[src/rtl/wdk_pkg.sv]
package wdk_pkg;
  localparam int DATA_W = 32;
  localparam int ADDR_W = 5;

  localparam logic [ADDR_W-1:0] OFF_CTRL  = 5'h00;
  localparam logic [ADDR_W-1:0] OFF_FEED  = 5'h04;
  localparam logic [ADDR_W-1:0] OFF_FLAGS = 5'h08;
  localparam logic [ADDR_W-1:0] OFF_ENA   = 5'h0C;
  localparam logic [ADDR_W-1:0] OFF_RSVD  = 5'h10;
  localparam logic [ADDR_W-1:0] OFF_LOCK  = 5'h14;

  localparam logic [7:0] KEY_LOCK   = 8'h24;
  localparam logic [7:0] KEY_UNLOCK = 8'h42;
  localparam logic [7:0] KEY_FEED_A = 8'hA5;
  localparam logic [7:0] KEY_FEED_B = 8'h5A;

  localparam int BIT_TIMEOUT = 0;
  localparam int BIT_RESET   = 2;

  typedef enum logic {FEED_IDLE, FEED_ARMED} feed_st_e;
endpackage

[src/rtl/wdk_feed_seq.sv]
module wdk_feed_seq
  import wdk_pkg::*;
(
  input  logic       clk,
  input  logic       rst_n,
  input  logic       wr_i,
  input  logic [7:0] key_i,
  output logic       feed_o
);
  feed_st_e st_q;

  always_ff @(posedge clk or negedge rst_n) begin
    if (!rst_n) begin
      st_q <= FEED_IDLE;
    end else if (wr_i) begin
      if (key_i == KEY_FEED_A) st_q <= FEED_ARMED;
      else                     st_q <= FEED_IDLE;
    end
  end

  assign feed_o = wr_i && (st_q == FEED_ARMED) && (key_i == KEY_FEED_B);
endmodule

[src/rtl/wdk_counter.sv]
module wdk_counter #(
  parameter int MAX_LOG2 = 25,
  parameter int CNT_W    = MAX_LOG2 + 1
) (
  input  logic             clk,
  input  logic             rst_n,
  input  logic             run_i,
  input  logic             feed_i,
  output logic [CNT_W-1:0] cnt_o,
  output logic             step_o
);
  localparam logic [CNT_W-1:0] SAT_VAL = {1'b1, {(CNT_W-1){1'b0}}};

  logic [CNT_W-1:0] cnt_q;

  assign step_o = run_i && (cnt_q != SAT_VAL) && !feed_i;
  assign cnt_o  = cnt_q;

  always_ff @(posedge clk or negedge rst_n) begin
    if (!rst_n)      cnt_q <= '0;
    else if (feed_i) cnt_q <= '0;
    else if (step_o) cnt_q <= cnt_q + CNT_W'(1);
  end

  // a completed key pair restarts the count
  a_r4_feed_zero: assert property (@(posedge clk) disable iff (!rst_n)
    feed_i |=> (cnt_q == '0));

  // with no run condition and no feed the count holds
  a_r3_hold: assert property (@(posedge clk) disable iff (!rst_n)
    (!run_i && !feed_i) |=> $stable(cnt_q));
endmodule

[src/rtl/wdk_alarm.sv]
module wdk_alarm #(
  parameter int MAX_LOG2 = 25,
  parameter int CODE_W   = 4,
  parameter int CNT_W    = MAX_LOG2 + 1
) (
  input  logic              clk,
  input  logic              rst_n,
  input  logic [CODE_W-1:0] code_i,
  input  logic [CNT_W-1:0]  cnt_i,
  input  logic              step_i,
  input  logic              clr_i,
  input  logic              en_i,
  output logic              flag_o,
  output logic              out_o
);
  localparam int SH_W = $clog2(MAX_LOG2 + 1);

  logic [SH_W-1:0]  sh;
  logic [CNT_W-1:0] thr;
  logic             set;
  logic             flag_q;

  assign sh  = SH_W'(MAX_LOG2) - SH_W'(code_i);
  assign thr = CNT_W'(1) << sh;
  assign set = step_i && (cnt_i == thr - CNT_W'(1));

  always_ff @(posedge clk or negedge rst_n) begin
    if (!rst_n)     flag_q <= 1'b0;
    else if (set)   flag_q <= 1'b1;
    else if (clr_i) flag_q <= 1'b0;
  end

  assign flag_o = flag_q;
  assign out_o  = flag_q && en_i;

  // a flag only falls by a clear write
  a_r6_flag_sticky: assert property (@(posedge clk) disable iff (!rst_n)
    (flag_q && !clr_i) |=> flag_q);

  // a flag rises only as the count steps onto the threshold
  a_r2_flag_onset: assert property (@(posedge clk) disable iff (!rst_n)
    $rose(flag_q) |-> ($past(cnt_i) == $past(thr) - CNT_W'(1)));
endmodule

[src/rtl/wdk_regs.sv]
module wdk_regs
  import wdk_pkg::*;
#(
  parameter int CODE_W = 4
) (
  input  logic                   clk,
  input  logic                   rst_n,
  input  logic                   wr_en_i,
  input  logic [ADDR_W-1:0]      addr_i,
  input  logic [DATA_W-1:0]      wdata_i,
  input  logic [1:0]             flag_i,
  output logic [1:0][CODE_W-1:0] codes_o,
  output logic                   tmr_en_o,
  output logic                   clk_en_o,
  output logic                   slp_run_o,
  output logic [1:0]             ena_o,
  output logic                   feed_wr_o,
  output logic [7:0]             feed_key_o,
  output logic [1:0]             clr_o,
  output logic [DATA_W-1:0]      rdata_o
);
  localparam int CTL_W    = 2 * CODE_W + 3;
  localparam int POS_TMR  = 2 * CODE_W;
  localparam int POS_CLK  = 2 * CODE_W + 1;
  localparam int POS_SLP  = 2 * CODE_W + 2;

  logic [CTL_W-1:0] ctrl_q;
  logic [1:0]       ena_q;
  logic             locked_q;
  logic             wr_ctrl, wr_ena, wr_lock, wr_flags;
  logic             unused_wdata;

  assign wr_ctrl  = wr_en_i && (addr_i == OFF_CTRL);
  assign wr_ena   = wr_en_i && (addr_i == OFF_ENA);
  assign wr_lock  = wr_en_i && (addr_i == OFF_LOCK);
  assign wr_flags = wr_en_i && (addr_i == OFF_FLAGS);
  assign unused_wdata = ^wdata_i[DATA_W-1:CTL_W];

  always_ff @(posedge clk or negedge rst_n) begin
    if (!rst_n) begin
      ctrl_q   <= '0;
      ena_q    <= '0;
      locked_q <= 1'b0;
    end else begin
      if (wr_ctrl && !locked_q) ctrl_q <= wdata_i[CTL_W-1:0];
      if (wr_ena) ena_q <= {wdata_i[BIT_RESET], wdata_i[BIT_TIMEOUT]};
      if (wr_lock) begin
        if (wdata_i[7:0] == KEY_LOCK)        locked_q <= 1'b1;
        else if (wdata_i[7:0] == KEY_UNLOCK) locked_q <= 1'b0;
      end
    end
  end

  assign codes_o[0] = ctrl_q[CODE_W-1:0];
  assign codes_o[1] = ctrl_q[2*CODE_W-1:CODE_W];
  assign tmr_en_o   = ctrl_q[POS_TMR];
  assign clk_en_o   = ctrl_q[POS_CLK];
  assign slp_run_o  = ctrl_q[POS_SLP];
  assign ena_o      = ena_q;
  assign feed_wr_o  = wr_en_i && (addr_i == OFF_FEED);
  assign feed_key_o = wdata_i[7:0];
  assign clr_o      = wr_flags ? {wdata_i[BIT_RESET], wdata_i[BIT_TIMEOUT]} : 2'b00;

  always_comb begin
    rdata_o = '0;
    case (addr_i)
      OFF_CTRL:  rdata_o[CTL_W-1:0] = ctrl_q;
      OFF_FLAGS: begin
        rdata_o[BIT_TIMEOUT] = flag_i[0];
        rdata_o[BIT_RESET]   = flag_i[1];
      end
      OFF_ENA: begin
        rdata_o[BIT_TIMEOUT] = ena_q[0];
        rdata_o[BIT_RESET]   = ena_q[1];
      end
      OFF_LOCK:  rdata_o[0] = locked_q;
      default:   rdata_o = '0;
    endcase
  end

  // a locked control word does not take writes
  a_r8_lock_holds: assert property (@(posedge clk) disable iff (!rst_n)
    (locked_q && wr_ctrl) |=> $stable(ctrl_q));
endmodule

[src/rtl/wdk_watchdog.sv]
module wdk_watchdog
  import wdk_pkg::*;
#(
  parameter int MAX_LOG2 = 25,
  parameter int CODE_W   = 4
) (
  input  logic              clk,
  input  logic              rst_n,
  input  logic              sleep_i,
  input  logic              wr_en_i,
  input  logic [ADDR_W-1:0] addr_i,
  input  logic [DATA_W-1:0] wdata_i,
  output logic [DATA_W-1:0] rdata_o,
  output logic              irq_o,
  output logic              rst_req_o
);
  localparam int CNT_W  = MAX_LOG2 + 1;
  localparam int N_CHAN = 2;

  logic [N_CHAN-1:0][CODE_W-1:0] codes;
  logic [N_CHAN-1:0] ena, clr, flags, outs;
  logic tmr_en, clk_en, slp_run, run;
  logic feed_wr, feed;
  logic [7:0] feed_key;
  logic [CNT_W-1:0] cnt;
  logic step;

  wdk_regs #(.CODE_W(CODE_W)) u_regs (
    .clk(clk), .rst_n(rst_n), .wr_en_i(wr_en_i), .addr_i(addr_i),
    .wdata_i(wdata_i), .flag_i(flags), .codes_o(codes),
    .tmr_en_o(tmr_en), .clk_en_o(clk_en), .slp_run_o(slp_run),
    .ena_o(ena), .feed_wr_o(feed_wr), .feed_key_o(feed_key),
    .clr_o(clr), .rdata_o(rdata_o)
  );

  wdk_feed_seq u_feed (
    .clk(clk), .rst_n(rst_n), .wr_i(feed_wr), .key_i(feed_key), .feed_o(feed)
  );

  assign run = tmr_en && clk_en && (!sleep_i || slp_run);

  wdk_counter #(.MAX_LOG2(MAX_LOG2), .CNT_W(CNT_W)) u_cnt (
    .clk(clk), .rst_n(rst_n), .run_i(run), .feed_i(feed),
    .cnt_o(cnt), .step_o(step)
  );

  for (genvar g = 0; g < N_CHAN; g++) begin : g_chan
    wdk_alarm #(.MAX_LOG2(MAX_LOG2), .CODE_W(CODE_W), .CNT_W(CNT_W)) u_alarm (
      .clk(clk), .rst_n(rst_n), .code_i(codes[g]), .cnt_i(cnt),
      .step_i(step), .clr_i(clr[g]), .en_i(ena[g]),
      .flag_o(flags[g]), .out_o(outs[g])
    );
  end

  assign irq_o     = outs[0];
  assign rst_req_o = outs[1];
endmodule

[config.mk]
export PLATFORM = sky130hd
export DESIGN_NAME = wdk_watchdog
export DESIGN_NICKNAME = d
export VERILOG_FILES = /design/src/rtl/wdk_pkg.sv /design/src/rtl/wdk_feed_seq.sv /design/src/rtl/wdk_counter.sv /design/src/rtl/wdk_alarm.sv /design/src/rtl/wdk_regs.sv /design/src/rtl/wdk_watchdog.sv
export SDC_FILE = /design/constraint.sdc
export NUM_CORES = 1
export LEC_CHECK = 0
export ABC_CLOCK_PERIOD_IN_PS = 9500
export BUFFER_PORTS_ARGS = -buffer_cell sky130_fd_sc_hd__buf_2
export CORE_ASPECT_RATIO = 2
export CORE_MARGIN = 3
export CORE_UTILIZATION = 64
export CTS_BUF_LIST = sky130_fd_sc_hd__clkbuf_4
export DETAILED_ROUTE_END_ITERATION = 8
export GPL_TIMING_DRIVEN = 0
export HOLD_SLACK_MARGIN = 0.05
export PLACE_DENSITY = 0.92
export SLEW_MARGIN = 30
export SYNTH_ARGS = -nofsm -noshare
export SYNTH_HDL_FRONTEND = slang
export SYNTH_SLANG_ARGS = --single-unit
[constraint.sdc]
create_clock -name clk -period 9.5 [get_ports clk]
set_input_delay 0 -clock clk [delete_from_list [all_inputs] [get_ports clk]]
set_output_delay 0 -clock clk [all_outputs]
set_load 0.01 [all_outputs]
==> impl_metrics.json, run 1 <==
{
  "finalCritPeriodShare_pct": 48.5,
  "firstDrtPassIters": 7,
  "netlist.area_leader.share_pct": 23.8,
  "rows": 42,
  "clkSlewWorstSetupHoldPaths_ns": 0.14,
  "io-pin-count": 75,
  "timing.fmax_mhz": 217,
  "synth_top_family_by_area": "simple AND/OR/NAND/NOR gates",
  "grtUsageTotal_pct": 39.0,
  "drc": 0,
  "die_h_um": 125,
  "synthMuxAreaShare_pct": 5.50,
  "grt_overflow": 0,
  "hold_viol_final": 0,
  "slew_viol_final": 0,
  "crit_slowest_cell": "dfrtp_1",
  "fillers": 542,
  "skew_ns": 0.00573,
  "dp_cells": 740,
  "tightest_slew_ns": 1.08,
  "seq_area_frac_synth_pct": 23.8,
  "hpwlAfterDp_um": 11400,
  "cts_sinks": 43,
  "slowest_delay_ns": 0.55,
  "grt_setup_unrepaired": "no",
  "crit_path_end_kind": "flop",
  "relSlewSlack_pct": 27.6,
  "synthArstFlopShare_pct": 100,
  "critical-path-top-delay-family": "compound AO/OA/AOI/OAI gates",
  "critical_path.startpoint_type": "flop",
  "cts-root-buf": "clkbuf_4",
  "numCtsBuffers": 5,
  "layout_commonest_cell": "nor2_1",
  "path_max_fanout": 10,
  "path_cells": "clkbuf_1, inv_1, ha_1, nor3b_1, nand2_1, ha_1, clkbuf_1, o21a_1, a211oi_1, nor2_1, a2111oi_0, o2111ai_1, o31ai_1",
  "wl_per_cell_um": 20.7,
  "die_x_um": 65.5,
  "netlist_area_mm2": 0.00453,
  "via_per_inst": 6.77,
  "htreeDepth": 2,
  "drive_gt1_share_pct": 13.8,
  "initial_core_util_pct": 67.4,
  "area_delta_synth_final_pct": 12.2,
  "fin_tns_setup_ns": 0,
  "wl_um": 15800,
  "synth_cell_types": 71,
  "critPathKind": "reg2reg",
  "postSynthAreaPerCell_um2": 7.53,
  "synthAdderAreaFrac_pct": 1.66,
  "synth_compound_area_share_pct": 20.5,
  "portBuffers": 30,
  "cts.path.max_buffers": 2,
  "hold_path_class": "in2reg",
  "postCtsSetupBuffers": 0,
  "worstPathArrival_ns": 4.86,
  "drtIter0Drc": 657,
  "vias": 5147,
  "synthSimpleGateAreaFrac_pct": 29.1,
  "yosysWarnings": 0,
  "cts_tree": "built",
  "grt_pass1_vias": 5031,
  "yosys.area.top_type": "dfrtp_1",
  "final_cell_mix": "nor2_1 (62), dfrtp_1 (43), nand2_1 (42), clkbuf_1 (39), buf_2 (39)",
  "synth_xor_area_share_pct": 9.09,
  "nets": 719,
  "antenna_found_initial": 0,
  "maxCapViolations": 0,
  "postRouteAntennaNets": 0,
  "insertion_delay_ns": 0.38,
  "ys_ff_latch": 43,
  "period_needed_ns": 4.61,
  "place.gp.congestion": 1.01,
  "required_ns": 9.75,
  "setup_viol": 0,
  "ir_drop_v": 0.000114,
  "powerDensity_mw_per_mm2": 148,
  "grt_start_max_net_pins": 44,
  "grt_pass1_wl_um": 24900,
  "synthCells": 602,
  "synthFlopType": "dfrtp_1",
  "num_antenna_cells": 0,
  "cp.buffers_inverters": 3,
  "leakagePower_nw": 2.09,
  "synth_edf_count": 0,
  "coreArea_mm2": 0.00673,
  "synth_area_leaders": "dfrtp_1 (24%), xnor2_1 (6.4%), nor2_1 (5.1%)",
  "dieArea_mm2": 0.00819,
  "status": "finished, final reports clean",
  "stdcell_count": 760
}
## worst register-to-register path, cell delays in order, from the launching register on
cell       delay (ns)
dfrtp_1          0.55
clkbuf_1         0.49
inv_1            0.24
ha_1             0.43
nor3b_1          0.52
nand2_1          0.12
ha_1             0.21
clkbuf_1         0.23
o21a_1           0.23
a211oi_1         0.22
nor2_1           0.06
a2111oi_0        0.55
o2111ai_1        0.21
o31ai_1          0.41
## logic make-up (layout without fill, tap and decap cells)
logic type | Yosys count | count (layout)
AOI/OAI and AO/OA | 137 | 137
xor gates and xnor gates | 47 | 47
adders and majority gates | 6 | 6
buffers and inverters | 97 | 147
DFF | 43 | 43
muxes | 23 | 23
other | 1 | 21
and+or+nand+nor | 248 | 248
## state kept, by name, summed over array words and instances, names as in the netlist
name and count:
u_regs.ena_o 2, u_cnt.cnt_o 26, u_regs.ctrl_q 11, g_chan.u_alarm.flag_o 2, u_regs.locked_q 1, u_feed.st_q 1
## layout make-up
class	instances	area [um^2]	area share, %
Multi-Input combinational cell	482	3070	60.4
Sequential cell	43	1080	21.2
Buffer	78	395	7.78
Timing Repair Buffer	43	283	5.56
Tap cell	88	110	2.17
Inverter	19	71.3	1.40
Clock buffer	5	37.5	0.739
Clock inverter	2	37.5	0.739
## final timing paths
path	depth (start not counted)	slack, ns	to	startpoint
worst max-delay path	13	4.89	g_chan[0].u_alarm.flag_o$_DFFE_PN0P_	u_regs.ctrl_q[2]$_DFFE_PN0P_
worst min-delay path	3	0.06	u_regs.ctrl_q[8]$_DFFE_PN0P_	wr_en_i
worst max register to register	13	4.89	g_chan[0].u_alarm.flag_o$_DFFE_PN0P_	u_regs.ctrl_q[2]$_DFFE_PN0P_
worst min register to register	2	0.57	g_chan[1].u_alarm.flag_o$_DFFE_PN0P_	g_chan[1].u_alarm.flag_o$_DFFE_PN0P_
max in group asynchronous	2	8.95	u_cnt.cnt_o[23]$_DFFE_PN0P_	rst_n
min in group asynchronous	2	0.15	u_regs.ctrl_q[1]$_DFFE_PN0P_	rst_n
## where the power goes
part / leakage, nW / internal [mW] / switching, mW
clock network: 0.0373 / 0.0539 / 0.0680
registers: 0.575 / 0.199 / 0.0211
logic: 1.48 / 0.151 / 0.258
total: 2.09 / 0.404 / 0.347
## cells in the mapped netlist (3+ instances only)
library cell,instances
a21oi_1,27
o2111ai_1,3
clkbuf_1,39
o32ai_1,3
xor2_1,14
nand2b_1,4
nand2_1,42
a22oi_1,5
nand4bb_1,3
o21ai_0,30
mux2i_1,8
a21o_1,3
nand4b_1,4
a31oi_1,8
dfrtp_1,43
a311oi_1,3
and2_1,4
nor2_1,62
a32oi_1,3
or3_1,11
xnor2_1,33
o31ai_1,4
nor3b_1,3
o211ai_1,6
o2bb2ai_1,3
o21ai_1,6
nor4_1,13
ha_1,6
buf_1,6
buf_2,10
nor3_1,24
o22ai_1,3
mux2_2,15
and3_1,13
buf_4,22
nand3_1,17
nand4_1,15
inv_1,19
a211oi_1,6
nor2b_1,14
a22o_1,3
## stage by stage
| stage | total power, mW | hold WS (ns) | instance area [um^2] | setup WS [ns] | utilization [%] |
|---|---|---|---|---|---|
| floorplan | 0.509 | -0.296 | 4610 | 6.03 | - |
| global placement | 0.600 | 0.197 | 4870 | 5.08 | 72.3 |
| detailed placement | 0.607 | 0.215 | 4870 | 5.08 | 72.5 |
| CTS | 0.730 | 0.0567 | 5080 | 5.01 | 75.5 |
| global route | 0.788 | 0.0619 | 5080 | 4.71 | 75.6 |
| finish | 0.751 | 0.0644 | 5080 | 4.89 | 75.6 |
## timing repair
action,4_1_cts,5_1_grt
resized for setup,0,0
endpoints found under the hold margin,60,0
hold buffers,13,0
## routing by layer
metal	GRT usage, %	wire length [um]	vias up
met5	0	0	-
met4	30.9	1360	0
met3	7.00	1430	115
met2	65.5	7780	391
met1	41.3	5190	2369
li1	-	-	2272
Power figures use the tool's default switching activity.
==> inputs of run 2 (changes only) <==
--- a/config.mk
+++ b/config.mk
@@ -5,16 +5,16 @@
 export SDC_FILE = /design/constraint.sdc
 export NUM_CORES = 1
 export LEC_CHECK = 0
-export ABC_CLOCK_PERIOD_IN_PS = 9500
+export ABC_CLOCK_PERIOD_IN_PS = 4100
 export BUFFER_PORTS_ARGS = -buffer_cell sky130_fd_sc_hd__buf_2
 export CORE_ASPECT_RATIO = 2
 export CORE_MARGIN = 3
-export CORE_UTILIZATION = 64
+export CORE_UTILIZATION = 54
 export CTS_BUF_LIST = sky130_fd_sc_hd__clkbuf_4
 export DETAILED_ROUTE_END_ITERATION = 8
 export GPL_TIMING_DRIVEN = 0
 export HOLD_SLACK_MARGIN = 0.05
-export PLACE_DENSITY = 0.92
+export PLACE_DENSITY = 0.83
 export SLEW_MARGIN = 30
 export SYNTH_ARGS = -nofsm -noshare
 export SYNTH_HDL_FRONTEND = slang
==> constraint.sdc (replaced) <==
create_clock -name clk -period 4.1 [get_ports clk]
set_input_delay 0 -clock clk [delete_from_list [all_inputs] [get_ports clk]]
set_output_delay 0 -clock clk [all_outputs]
set_load 0.01 [all_outputs]
==> run 2 against run 1 <==
Critical path depth up 2. Cell count rose by 1.3%. Flip-flop and latch count did not move. Non-clock buffer count increased by 1. Hold slack lost 0.0026 ns. Count of clock-buffer cells in the layout up 1. Via count down 2.3%. Global-route usage is 5.2 points lower. Wire length rose by 1.8%. First-iteration DRC count decreased by 26%. Critical endpoint is now g_chan[1].u_alarm.flag_o$_DFFE_PN0P_. Largest power group unchanged. Highest routed layer unchanged.
==> impl_metrics.json, run 2 (synthesized netlist as in run 1, its figures left out) <==
{
  "path_max_fanout": 10,
  "num_antenna_cells": 0,
  "hold_viol_final": 0,
  "antenna_found_initial": 0,
  "final_cell_mix": "nor2_1 (61), dfrtp_1 (43), nand2_1 (42), buf_2 (40), clkbuf_1 (34)",
  "hold_path_class": "in2reg",
  "path_cells": "buf_6, buf_2, inv_1, ha_1, buf_2, nor3_2, nand2_1, ha_2, buf_2, a221oi_1, o31ai_1, xnor2_1, nand4_1, or4_4, o31ai_2",
  "status": "finished, final reports clean",
  "coreArea_mm2": 0.00806,
  "finalCritPeriodShare_pct": 95.7,
  "insertion_delay_ns": 0.38,
  "tightest_slew_ns": 0.703,
  "grtUsageTotal_pct": 33.8,
  "cts-root-buf": "clkbuf_4",
  "die_x_um": 70.8,
  "grt_setup_unrepaired": "no",
  "htreeDepth": 2,
  "hpwlAfterDp_um": 12100,
  "slew_viol_final": 0,
  "skew_ns": 0.0128,
  "crit_path_end_kind": "flop",
  "critPathKind": "reg2reg",
  "maxCapViolations": 0,
  "area_delta_synth_final_pct": 13.5,
  "drc": 0,
  "grt_pass1_wl_um": 25200,
  "cts_sinks": 43,
  "post_dp_cell_area_mm2": 0.00488,
  "ir_drop_v": 0.000283,
  "fillers": 724,
  "rows": 46,
  "multi_input_area_mm2": 0.00311,
  "required_ns": 4.40,
  "place_ws_ns": -0.473,
  "wl_um": 16000,
  "drive_gt1_share_pct": 15.6,
  "powerDensity_mw_per_mm2": 334,
  "relSlewSlack_pct": 53.1,
  "cts_tree": "built",
  "clkSlewWorstSetupHoldPaths_ns": 0.13,
  "final_cell_area_mm2": 0.00514,
  "crit_slowest_cell": "or4_4",
  "drtIter0Drc": 483,
  "largest_register_ffs": 26,
  "utilization_pct": 63.8,
  "period_needed_ns": 3.92,
  "slowest_delay_ns": 0.45,
  "grt_start_max_net_pins": 44,
  "via_per_inst": 6.53,
  "finalPower_mw": 1.72,
  "worstPathArrival_ns": 4.23,
  "dieArea_mm2": 0.00959,
  "die_h_um": 136,
  "vias": 5029,
  "io-pin-count": 75,
  "layout_commonest_cell": "nor2_1",
  "worst_path_most_repeated_cell": "buf_2",
  "timing.fmax_mhz": 255,
  "grt_pass1_vias": 4918,
  "grt_overflow": 0,
  "critical_path.startpoint_type": "flop",
  "leakagePower_nw": 2.12,
  "setup_viol": 0,
  "cts.path.max_buffers": 2,
  "wl_per_cell_um": 20.8,
  "numCtsBuffers": 5,
  "portBuffers": 30,
  "fin_ws_ns": 0.177,
  "place.gp.congestion": 1.00,
  "postRouteAntennaNets": 0,
  "fin_tns_setup_ns": 0,
  "ff_latch_area_mm2": 0.00108,
  "firstDrtPassIters": 5,
  "nets": 720,
  "initial_core_util_pct": 56.2
}
run 2: cell count changes in the layout (fill, tap and decap cells not counted), moves of 2 or more:
cell,before,now
clkbuf_4,5,8
nor3b_4,0,2
dlygate4sd3_1,13,15
nor3_1,24,22
nor3_2,0,2
clkbuf_1,39,34
run 2: layout make-up:
cell class,instances,share of cell area (%)
Timing Repair Buffer,46,6.03
Buffer,76,7.74
Sequential cell,43,20.9
Clock buffer,6,0.876
Tap cell,96,2.34
Inverter,19,1.39
Multi-Input combinational cell,482,60.5
Clock inverter,2,0.243
run 2: worst max-delay path, delay by kind of cell, from the launching register on:
kind,cells,cell delay [ns]
and+or+nand+nor,4,0.97
buffers and inverters,5,0.92
AOI/OAI and AO/OA,3,0.70
adders and majority gates,2,0.66
DFF,1,0.39
xor gates and xnor gates,1,0.20
run 2: path summary, 6_finish.rpt:
path / startpoint / to / slack, ns / cells after the start
max: u_regs.ctrl_q[5]$_DFFE_PN0P_ / g_chan[1].u_alarm.flag_o$_DFFE_PN0P_ / 0.18 / 15
min: wr_en_i / u_regs.ena_o[1]$_DFFE_PN0P_ / 0.06 / 3
max reg2reg: u_regs.ctrl_q[5]$_DFFE_PN0P_ / g_chan[1].u_alarm.flag_o$_DFFE_PN0P_ / 0.18 / 15
min reg2reg: g_chan[0].u_alarm.flag_o$_DFFE_PN0P_ / g_chan[0].u_alarm.flag_o$_DFFE_PN0P_ / 0.53 / 2
max in group asynchronous: rst_n / u_regs.ctrl_q[3]$_DFFE_PN0P_ / 3.59 / 2
min in group asynchronous: rst_n / u_regs.ctrl_q[9]$_DFFE_PN0P_ / 0.12 / 2
run 2: what timing repair did:
item                                    4_1_cts  5_1_grt
pin swaps                                     0        1
buffers inserted                              0        1
hold buffers                                 15        0
endpoints found under the setup margin        2        2
resized for setup                             8        9
hold endpoints to repair                     59        0
cloned                                        0        0
run 2: metrics by stage:
| stage | instances | hold slack [ns] |
|---|---|---|
| final | 770 | 0.0618 |
| after CTS | 771 | 0.0534 |
| after global placement | 748 | 0.194 |
| after detailed placement | 748 | 0.206 |
| after global routing | 770 | 0.0708 |
| after floorplan | 622 | -0.296 |
run 2: report_power, final:
part | leakage, nW | switching (mW) | internal, mW
Combinational | 1.51 | 0.613 | 0.365
Sequential | 0.575 | 0.0505 | 0.461
Clock | 0.0317 | 0.153 | 0.0729
Total | 2.12 | 0.817 | 0.899
run 2: layer usage:
| layer | vias to the layer above | GRT usage [%] | routed length (um) |
|---|---|---|---|
| li1 | 2278 | - | - |
| met4 | 0 | 23.6 | 1190 |
| met3 | 91 | 6.46 | 1130 |
| met2 | 320 | 62.3 | 8360 |
| met5 | - | 0 | 0 |
| met1 | 2340 | 32.7 | 5350 |
==> inputs of run 3 (changes only) <==
--- a/config.mk
+++ b/config.mk
@@ -5,6 +5,7 @@
 export SDC_FILE = /design/constraint.sdc
 export NUM_CORES = 1
 export LEC_CHECK = 0
+export ABC_AREA = 1
 export ABC_CLOCK_PERIOD_IN_PS = 4100
 export BUFFER_PORTS_ARGS = -buffer_cell sky130_fd_sc_hd__buf_2
 export CORE_ASPECT_RATIO = 2
@@ -14,7 +15,7 @@
 export DETAILED_ROUTE_END_ITERATION = 8
 export GPL_TIMING_DRIVEN = 0
 export HOLD_SLACK_MARGIN = 0.05
-export PLACE_DENSITY = 0.83
+export PLACE_DENSITY = 0.82
 export SLEW_MARGIN = 30
 export SYNTH_ARGS = -nofsm -noshare
 export SYNTH_HDL_FRONTEND = slang
==> run 3 against run 2 <==
Power rose by 68%. Fmax up 14%. Combinational power is 97% higher. Register-to-register slack improved by 0.49 ns. First-iteration DRC count fell by 24%. Core utilization shrank 0.83 points. Largest power group unchanged. Clock skew increased by 0.012 ns. Setup slack improved by 0.49 ns. Global-route usage fell by 1.9 points.
==> impl_metrics.json, run 3 <==
{
  "grtUsageTotal_pct": 32.0,
  "grt_pass1_wl_um": 25300,
  "synth_compound_area_share_pct": 9.17,
  "clkSlewWorstSetupHoldPaths_ns": 0.14,
  "leakagePower_nw": 3.07,
  "finalCritPeriodShare_pct": 83.8,
  "portBuffers": 32,
  "cts_resized": 0,
  "vias": 5507,
  "synthCells": 806,
  "via_per_inst": 5.60,
  "cts.path.max_buffers": 2,
  "final_cell_area_mm2": 0.00549,
  "synthFlopType": "dfrtp_1",
  "hold_path_class": "in2async",
  "io-pin-count": 75,
  "place_ws_ns": 0.715,
  "synth.most_common_cell": "nand2_1",
  "maxCapViolations": 0,
  "setup_viol": 0,
  "drc": 0,
  "htreeDepth": 2,
  "fin_hold_ws_ns": 0.0598,
  "path_max_fanout": 9,
  "synth_area_leaders": "dfrtp_1 (22%), nand2_1 (16%), nor2_1 (8.8%)",
  "tightest_slew_ns": 0.781,
  "grt_setup_unrepaired": "no",
  "place.gp.congestion": 1.03,
  "synthArstFlopShare_pct": 100,
  "relSlewSlack_pct": 47.5,
  "critPathKind": "reg2reg",
  "firstDrtPassIters": 7,
  "die_h_um": 141,
  "numCtsBuffers": 5,
  "status": "finished, final reports clean",
  "dieArea_mm2": 0.0103,
  "postSynthAreaPerCell_um2": 6.06,
  "ir_drop_v": 0.000264,
  "grt_start_max_net_pins": 29,
  "seq_area_frac_synth_pct": 22.0,
  "crit_path_end_kind": "flop",
  "insertion_delay_ns": 0.40,
  "synth_xor_area_share_pct": 7.17,
  "synth_edf_count": 0,
  "synth_top_family_by_area": "simple AND/OR/NAND/NOR gates",
  "wl_per_cell_um": 16.3,
  "fillers": 899,
  "period_needed_ns": 3.44,
  "antenna_found_initial": 1,
  "required_ns": 4.44,
  "largest_register_ffs": 26,
  "skew_ns": 0.0251,
  "yosys.area.top_type": "dfrtp_1",
  "dp_cells": 959,
  "yosysWarnings": 0,
  "synthAdderAreaFrac_pct": 1.54,
  "timing.fmax_mhz": 291,
  "netlist.area_leader.share_pct": 22.0,
  "grt_pass1_vias": 5244,
  "yosys-top-cells-count": "nand2_1 (205), nor2_1 (115), inv_1 (97)",
  "hpwlAfterDp_um": 12900,
  "layout_commonest_cell": "nand2_1",
  "wl_um": 16000,
  "worstPathArrival_ns": 3.77,
  "rows": 48,
  "netlist_area_mm2": 0.00489,
  "powerDensity_mw_per_mm2": 527,
  "cts-root-buf": "clkbuf_4",
  "fin_tns_setup_ns": 0,
  "initial_core_util_pct": 56.1,
  "hold_viol_final": 0,
  "cts_tree": "built",
  "synthMuxAreaShare_pct": 0,
  "stdcell_count": 984,
  "synthSimpleGateAreaFrac_pct": 45.8,
  "drtIter0Drc": 369,
  "slew_viol_final": 0,
  "postRouteAntennaNets": 0,
  "critical_path.startpoint_type": "flop",
  "area_delta_synth_final_pct": 12.3,
  "finalPower_mw": 2.89,
  "drive_gt1_share_pct": 13.7,
  "fin_ws_ns": 0.665,
  "final_cell_mix": "nand2_1 (205), nor2_1 (115), inv_1 (97), nand3_1 (76), dfrtp_1 (43)",
  "synth_cell_types": 45,
  "post_dp_cell_area_mm2": 0.00527,
  "ys_ff_latch": 43,
  "utilization_pct": 63.0,
  "grt_overflow": 0,
  "cts_sinks": 43,
  "nets": 929,
  "die_x_um": 73.3,
  "coreArea_mm2": 0.00871
}
run 3: worst max-delay path: stages, from the launching register on:
cell     delay [ns]
dfrtp_1        0.39
buf_4          0.16
inv_2          0.13
ha_1           0.24
buf_2          0.17
inv_1          0.13
nand3_1        0.18
inv_1          0.21
nand3_1        0.14
ha_1           0.33
inv_1          0.04
nand2_1        0.05
nand2_1        0.04
nor2_1         0.08
nand2_1        0.06
nor2_1         0.08
nand3_1        0.07
nor2_1         0.12
nand3_1        0.15
nor2_1         0.13
nand2_1        0.06
nor2_1         0.12
nand4_1        0.19
nand2_1        0.10
run 3: layer usage:
metal,GRT usage [%],share of wire [%]
met1,32.8,35
met5,0,0
met3,2.66,3.7
met2,56.9,53
met4,24.3,8.4
run 3: cell type report:
class                      instances  area [um^2]  area share, %
multi-input combinational        634         3190           58.1
sequential                        43         1080           19.6
inverter                         109          409           7.46
timing repair buffer              49          340           6.20
buffer                            40          287           5.22
tap                              100          125           2.28
clock buffer                       5         37.5          0.684
clock inverter                     3         20.0          0.365
antenna                            1         2.50         0.0456
run 3: path summary, 6_finish.rpt:
check                                             start                                   end  cells past startpoint  slack [ns]
max in group asynchronous                         rst_n           u_cnt.cnt_o[23]$_DFFE_PN0P_                      3        3.53
max reg2reg                u_regs.ctrl_q[1]$_DFFE_PN0P_  g_chan[0].u_alarm.flag_o$_DFFE_PN0P_                     23        0.66
max                        u_regs.ctrl_q[1]$_DFFE_PN0P_  g_chan[0].u_alarm.flag_o$_DFFE_PN0P_                     23        0.66
min                                               rst_n           u_cnt.cnt_o[19]$_DFFE_PN0P_                      2        0.06
min reg2reg                 u_regs.locked_q$_DFFE_PN0P_           u_regs.locked_q$_DFFE_PN0P_                      2        0.54
min in group clk                                wr_en_i           u_regs.ena_o[1]$_DFFE_PN0P_                      5        0.06
run 3: timing repair:
action,4_1_cts,5_1_grt
hold buffers,16,0
buffers inserted,0,0
hold endpoints to repair,60,0
run 3: cells by family after synthesis:
family,after synthesis
buf+inv,149
xor+xnor,40
flops,43
simple gates,490
fa+ha+maj,6
other cells,1
compound gates,77
run 3: power by group:
part	total (mW)	internal, mW	switching (mW)
logic	1.93	0.622	1.31
registers	0.727	0.543	0.184
clock network	0.230	0.0656	0.164
total	2.89	1.23	1.66
